[config.mk]
export PLATFORM = sky130hd
export DESIGN_NAME = presettable_counter
export DESIGN_NICKNAME = d
export VERILOG_FILES = /design/src/rtl/cnt_pkg.sv /design/src/rtl/cnt_ctrl.sv /design/src/rtl/cnt_next.sv /design/src/rtl/cnt_reg.sv /design/src/rtl/cnt_term.sv /design/src/rtl/presettable_counter.sv
export SDC_FILE = /design/constraint.sdc
export NUM_CORES = 1
export LEC_CHECK = 0
export BUFFER_PORTS_ARGS = -buffer_cell sky130_fd_sc_hd__buf_2
export CAP_MARGIN = 15
export CORE_AREA = 2 2 39 41
export CTS_BUF_LIST = sky130_fd_sc_hd__clkbuf_8
export DETAILED_ROUTE_END_ITERATION = 16
export DIE_AREA = 0 0 41 43
export PLACE_DENSITY = 0.45
export SLEW_MARGIN = 10
export SYNTH_ARGS = -nofsm -noshare
export SYNTH_HDL_FRONTEND = slang
export SYNTH_SLANG_ARGS = --single-unit
[constraint.sdc]
create_clock -name clk -period 1.5 [get_ports clk]
set_input_delay 0.225 -clock clk [delete_from_list [all_inputs] [get_ports clk]]
set_output_delay 0.225 -clock clk [all_outputs]
set_load 0.005 [all_outputs]
[src/rtl/cnt_pkg.sv]
package cnt_pkg;
  typedef enum logic [1:0] {
    OP_HOLD  = 2'd0,
    OP_COUNT = 2'd1,
    OP_LOAD  = 2'd2
  } cnt_op_e;

  function automatic int top_count(input int width, input bit decade);
    return decade ? 9 : (1 << width) - 1;
  endfunction
endpackage

[src/rtl/cnt_ctrl.sv]
module cnt_ctrl
  import cnt_pkg::*;
(
  input  logic    load_n,
  input  logic    cnt_en,
  input  logic    chain_en,
  output cnt_op_e op
);
  // load outranks counting; clear is handled in the state register
  always_comb begin
    if (!load_n)                op = OP_LOAD;
    else if (cnt_en && chain_en) op = OP_COUNT;
    else                        op = OP_HOLD;
  end
endmodule

[src/rtl/cnt_next.sv]
module cnt_next
  import cnt_pkg::*;
#(
  parameter int WIDTH  = 4,
  parameter bit DECADE = 1'b0
) (
  input  logic [WIDTH-1:0] q,
  input  logic [WIDTH-1:0] din,
  input  cnt_op_e          op,
  output logic [WIDTH-1:0] nxt
);
  localparam logic [WIDTH-1:0] MAX_CNT = WIDTH'(top_count(WIDTH, DECADE));

  // any state at or above the top count folds to zero in one count
  always_comb begin
    unique case (op)
      OP_LOAD:  nxt = din;
      OP_COUNT: nxt = (q >= MAX_CNT) ? '0 : q + WIDTH'(1);
      default:  nxt = q;
    endcase
  end
endmodule

[src/rtl/cnt_reg.sv]
module cnt_reg #(
  parameter int WIDTH     = 4,
  parameter bit ASYNC_CLR = 1'b0
) (
  input  logic             clk,
  input  logic             clr_n,
  input  logic [WIDTH-1:0] nxt,
  output logic [WIDTH-1:0] q
);
  generate
    if (ASYNC_CLR) begin : g_async
      always_ff @(posedge clk or negedge clr_n) begin
        if (!clr_n) q <= '0;
        else        q <= nxt;
      end
    end else begin : g_sync
      always_ff @(posedge clk) begin
        if (!clr_n) q <= '0;
        else        q <= nxt;
      end
    end
  endgenerate
endmodule

[src/rtl/cnt_term.sv]
module cnt_term
  import cnt_pkg::*;
#(
  parameter int WIDTH  = 4,
  parameter bit DECADE = 1'b0
) (
  input  logic [WIDTH-1:0] q,
  input  logic             chain_en,
  output logic             term
);
  localparam logic [WIDTH-1:0] MAX_CNT = WIDTH'(top_count(WIDTH, DECADE));

  assign term = chain_en && (q == MAX_CNT);
endmodule

[src/rtl/presettable_counter.sv]
module presettable_counter
  import cnt_pkg::*;
#(
  parameter int WIDTH     = 4,
  parameter bit ASYNC_CLR = 1'b0,
  parameter bit DECADE    = 1'b0
) (
  input  logic             clk,
  input  logic             clr_n,
  input  logic             load_n,
  input  logic [WIDTH-1:0] din,
  input  logic             cnt_en,
  input  logic             chain_en,
  output logic [WIDTH-1:0] q,
  output logic             term
);
  localparam logic [WIDTH-1:0] MAX_CNT = WIDTH'(top_count(WIDTH, DECADE));

  cnt_op_e          op;
  logic [WIDTH-1:0] nxt;

  cnt_ctrl u_ctrl (
    .load_n  (load_n),
    .cnt_en  (cnt_en),
    .chain_en(chain_en),
    .op      (op)
  );

  cnt_next #(.WIDTH(WIDTH), .DECADE(DECADE)) u_next (
    .q  (q),
    .din(din),
    .op (op),
    .nxt(nxt)
  );

  cnt_reg #(.WIDTH(WIDTH), .ASYNC_CLR(ASYNC_CLR)) u_reg (
    .clk  (clk),
    .clr_n(clr_n),
    .nxt  (nxt),
    .q    (q)
  );

  cnt_term #(.WIDTH(WIDTH), .DECADE(DECADE)) u_term (
    .q       (q),
    .chain_en(chain_en),
    .term    (term)
  );

  // clear beats everything: state is zero the cycle after a low clear
  p_clear_r1: assert property (@(posedge clk) !clr_n |=> (q == '0));

  p_load_r3: assert property (@(posedge clk) disable iff (!clr_n)
    !load_n |=> (q == $past(din)));

  p_count_r4: assert property (@(posedge clk) disable iff (!clr_n)
    (load_n && cnt_en && chain_en && (q < MAX_CNT)) |=> (q == $past(q) + WIDTH'(1)));

  // wrap at the top and recovery from out-of-range states
  p_wrap_r9: assert property (@(posedge clk) disable iff (!clr_n)
    (load_n && cnt_en && chain_en && (q >= MAX_CNT)) |=> (q == '0));

  p_hold_r5: assert property (@(posedge clk) disable iff (!clr_n)
    (load_n && !(cnt_en && chain_en)) |=> $stable(q));

  p_term_chain_r7: assert property (@(posedge clk) disable iff (!clr_n)
    term |-> chain_en);

  p_term_top_r7: assert property (@(posedge clk) disable iff (!clr_n)
    term |-> (q == MAX_CNT));
endmodule

---- After elaboration in Yosys (flattened, before gate mapping) ----
Index checks and enable logic that the tools add are counted.
operators by class
  multiplexer cells ....................... 4
  add/subtract/negate cells ............... 1
  reduce and logical (&&, ||, !) cells .... 3
  equal/unequal tests ..................... 3
  order comparisons ....................... 1
operators with widths
  operator             number
  $pmux 4 s2           1
  $add 4x1->4 const B  1
  $eq 4x4->1 const B   1
  $ge 4x4->1 const B   1
  $mux 4               1
  $eq 2x1->1 const B   1
  $eq 2x2->1 const B   1
  $logic_and 1x1->1    2
  $mux 2               1
  $reduce_bool 2->1    1
  $mux 1               1
storage, ports and cells
  input bits .............................. 9
  word-level logic and storage cells ...... 13
  register bits ........................... 4

---- Longest topological paths before layout ----
  depth in word-level cells ............... 5
  gate-level depth with buffers ........... 4

---- Cells and area by module ----
From an unflattened synthesis, not the netlist that was laid out.
unflattened totals
  cells, all modules ...................... 38
  area total of the unflattened synthesis .. 301.5 µm²
by module, submodules not included
  module    area an instance (µm²)  times used  cells each  sequential area each (µm²)
  cnt_next  173.9                   1           25          0.0
  cnt_reg   105.1                   1           8           80.1
  cnt_term  12.5                    1           3           0.0
  cnt_ctrl  10.0                    1           2           0.0

---- Worst setup path after synthesis ----
OpenSTA, ideal clock, no wires.
  path type ............................... reg2reg
  start point ............................. register u_reg.q[0]
  end point ............................... register u_reg.q[0]
  cell stages (with the launch flop) ...... 4
  setup slack ............................. 0.379 ns
  data required time ...................... 1.426 ns
  buffers on the path ..................... 0
  arrival time ............................ 1.047 ns
  cells stage by stage .................... dfxtp_1 > ha_1 > a311o_1 > a31oi_1
between the ends
  word-level cells in the longest chain between the ends .. 3
ends and longest elaborated chain
  item                                       line            text
  start, declared                            cnt_reg.sv:8    output logic [WIDTH-1:0] q
  start signal, assigned                     cnt_reg.sv:19   else q <= nxt;
  $add 4x1->4 or $ge 4x4->1 (tied branches)  cnt_next.sv:18  OP_COUNT: nxt = (q >= MAX_CNT) ? '0 : q + WIDTH'(1);
  $mux 4 *                                   cnt_next.sv:18
  $pmux 4 s2 *                               cnt_next.sv:16  unique case (op)
Mark *: on every way between the ends. The rest lies on a longest branch, timed or not.
A chain may end at the register's enable or synchronous reset.

---- Final worst setup path ----
  start point ............................. register u_reg.q[0]
  end point ............................... output port term
between the ends
  word-level cells in the longest chain between the ends .. 2
ends and longest elaborated chain
  item               line                       text
  $eq 4x4->1         cnt_term.sv:13             assign term = chain_en && (q == MAX_CNT);
  $logic_and 1x1->1  cnt_term.sv:13
  end, declared      presettable_counter.sv:15  output logic term
Every way passes these cells.

==> results.txt <==
Outcome = complete, no violations
Vias in the first global route = 254
Peak fanout along the critical path = 6
Top Registers = u_reg.q: 4 flops
Drt pass-1 iters = 4
CTS sink cnt = 4
Overflow after GRT = 0
Crit path launch = u_reg.q[0]
Worst Hold Class = in -> reg
Placed instance area = 309 µm²
# IOs = 14
Remaining DRCs = 0
Post-route cell area = 350 µm²
Worst IR drop on VDD = 0.000242 V
Total CTS buffers = 3
Post-Synthesis Cells = 27
Number of register bits inferred by synthesis = 4
Net count after synthesis = 37
Syn Std Cell Area = 224 µm²
H-tree depth = 1
RSZ-0062 raised after global routing = no
Core Rows = 14
Sequential Area = 80.1 µm²
Post-route ant nets = 0
Die Wd = 41 µm
Most common cell after layout, fill and taps aside = buf_2
Clock skew = 0.00162 ns
Largest net degree at the start of global routing = 9
Worst-margin pin slew = 0.201 ns
Initial DRC count = 7
Crit path max-delay family = flip-flops
Commonest cells after routing, fill and taps aside = buf_2, o21ai_0, dfxtp_1
Max-cap viol count = 0
Sequential-to-total area share from yosys stat = 35.8%
Crit path kind = reg -> out
First-pass GRT wire length = 1060 µm
Area of the multi-input gates = 140 µm²
Layout Utilization = 25.3%
Final GP Congestion = 0.621
CP required = 1.27 ns
# diodes = 0
Worst Slack Setup Final = 0.104 ns
WL/cell = 10.8 µm
Root buffer cell = clkbuf_8
Reg2Reg Launch Point = u_reg.q[0]
Synth cell types = 16
Die ar. = 0.00176 mm²
Post-route non-filler standard cell count = 59
Via density = 4.63
Crit path buf inv count = 1
Crit-path cells = ha_1, and4_2, buf_2
Fin crit share = 93.1%
Hold wc startpoint = clr_n
Pre-CTS setup slack = 0.329 ns
Final setup viols = 0
Die Y = 43 µm
Max Buffers Root-to-Sink = 2
Crit. End Element = output pin
Share of cells above drive strength 1 = 41.9%
Routed wire length = 638 µm
Synthesis warning total = 0
PostCTS Resize Cnt = 0
Biggest register = u_reg.q
Initial antenna violation count = 0
Setup bufs post-CTS = 0
All-layer global routing usage = 9.72%
Setup TNS = 0 ns
Fin. max-slew vios = 0
Worst path max stage delay = 0.40 ns
Post-detail-place hpwl = 487 µm
Dpl cells = 56
Final #Nets = 55
Max reg flops = 4
Peak Freq = 716 MHz
Worst-path cell with the longest stage delay = dfxtp_1
CP Data Arrival Time = 1.17 ns
Final Hold Vio Count = 0
Tmin final = 1.40 ns
Tot Pwr = 0.399 mW
Total leakage power = 0.156 nW
PwrDens = 1140 mW/mm²
Fill cell count = 177
Post-synthesis average cell area = 8.30 µm²
Clock slew at reported path FFs = 0.03 ns
Initial Utilization = 16.2%
Post-CTS Hold Buffers = 0
Port Buffers = 13
Area grow syn2layout = 56.4%
CTS tree = yes
Clk_lat worst skew = 0.22 ns
CORE AREA = 0.00138 mm²
Vias = 273
CP Launch Type = flop
Hold slack = 0.261 ns
Max_slew headroom = 86.6%
-- where the power goes --
part / total, mW / internal (mW) / switching, mW
clock network: 0.225 / 0.171 / 0.0543
registers: 0.126 / 0.115 / 0.0107
logic: 0.0479 / 0.0246 / 0.0233
-- final cells by class --
cell class / instances / share of cell area, %
inverters: 1 / 1.07
repair buffers: 13 / 18.6
multi-input cells: 22 / 40.0
flip-flops and latches: 4 / 22.9
clock buffers: 3 / 11.8
well taps: 16 / 5.71
-- final timing paths --
kind	depth (start not counted)	endpoint	slack, ns
hold reg to reg	2	u_reg.q[1]	0.54
setup / recovery	3	term	0.10
hold / removal	3	u_reg.q[1]	0.26
setup reg to reg	3	u_reg.q[0]	0.34
-- synth_stat cells --
| library cell | count | share of area, % |
|---|---|---|
| a21oi_1 | 3 | 6.7 |
| o21a_1 | 1 | 3.4 |
| ha_1 | 1 | 5.6 |
| inv_1 | 1 | 1.7 |
| xor2_1 | 1 | 3.9 |
| a31oi_1 | 1 | 2.8 |
| dfxtp_1 | 4 | 36 |
| o21ai_0 | 4 | 8.9 |
| nand4b_1 | 1 | 3.9 |
| a311o_1 | 1 | 4.5 |
| and4_2 | 1 | 4.5 |
| nor2_1 | 1 | 1.7 |
| nand2_2 | 1 | 2.8 |
| nand3_1 | 3 | 6.7 |
| a311oi_1 | 1 | 3.9 |
| nand2_1 | 2 | 3.4 |
-- worst reg2reg max path: stages, from the launching register on --
cell     delay, ns
dfxtp_1       0.34
ha_1          0.25
a311o_1       0.35
a31oi_1       0.15
-- layer usage --
| layer | global-route usage (%) | part of all wire (%) | vias to the layer above |
|---|---|---|---|
| met5 | 0 | 0 | - |
| met1 | 11.2 | 42 | 119 |
| met2 | 10.9 | 44 | 14 |
| met3 | 4.71 | 11 | 2 |
| li1 | - | - | 138 |
| met4 | 12.0 | 2.4 | 0 |
-- cells by family (layout without fill, tap and decap cells) --
logic type / Yosys count / count (layout) / synth area share (%)
flip-flops: 4 / 4 / 35.8
AO/OA/AOI/OAI: 11 / 11 / 30.2
XOR/XNOR: 1 / 1 / 3.91
adder cells (fa/ha/maj): 1 / 1 / 5.59
buffers and inverters: 1 / 17 / 1.67
AND/OR/NAND/NOR: 9 / 9 / 22.9
(Power assumes the default switching activity.)
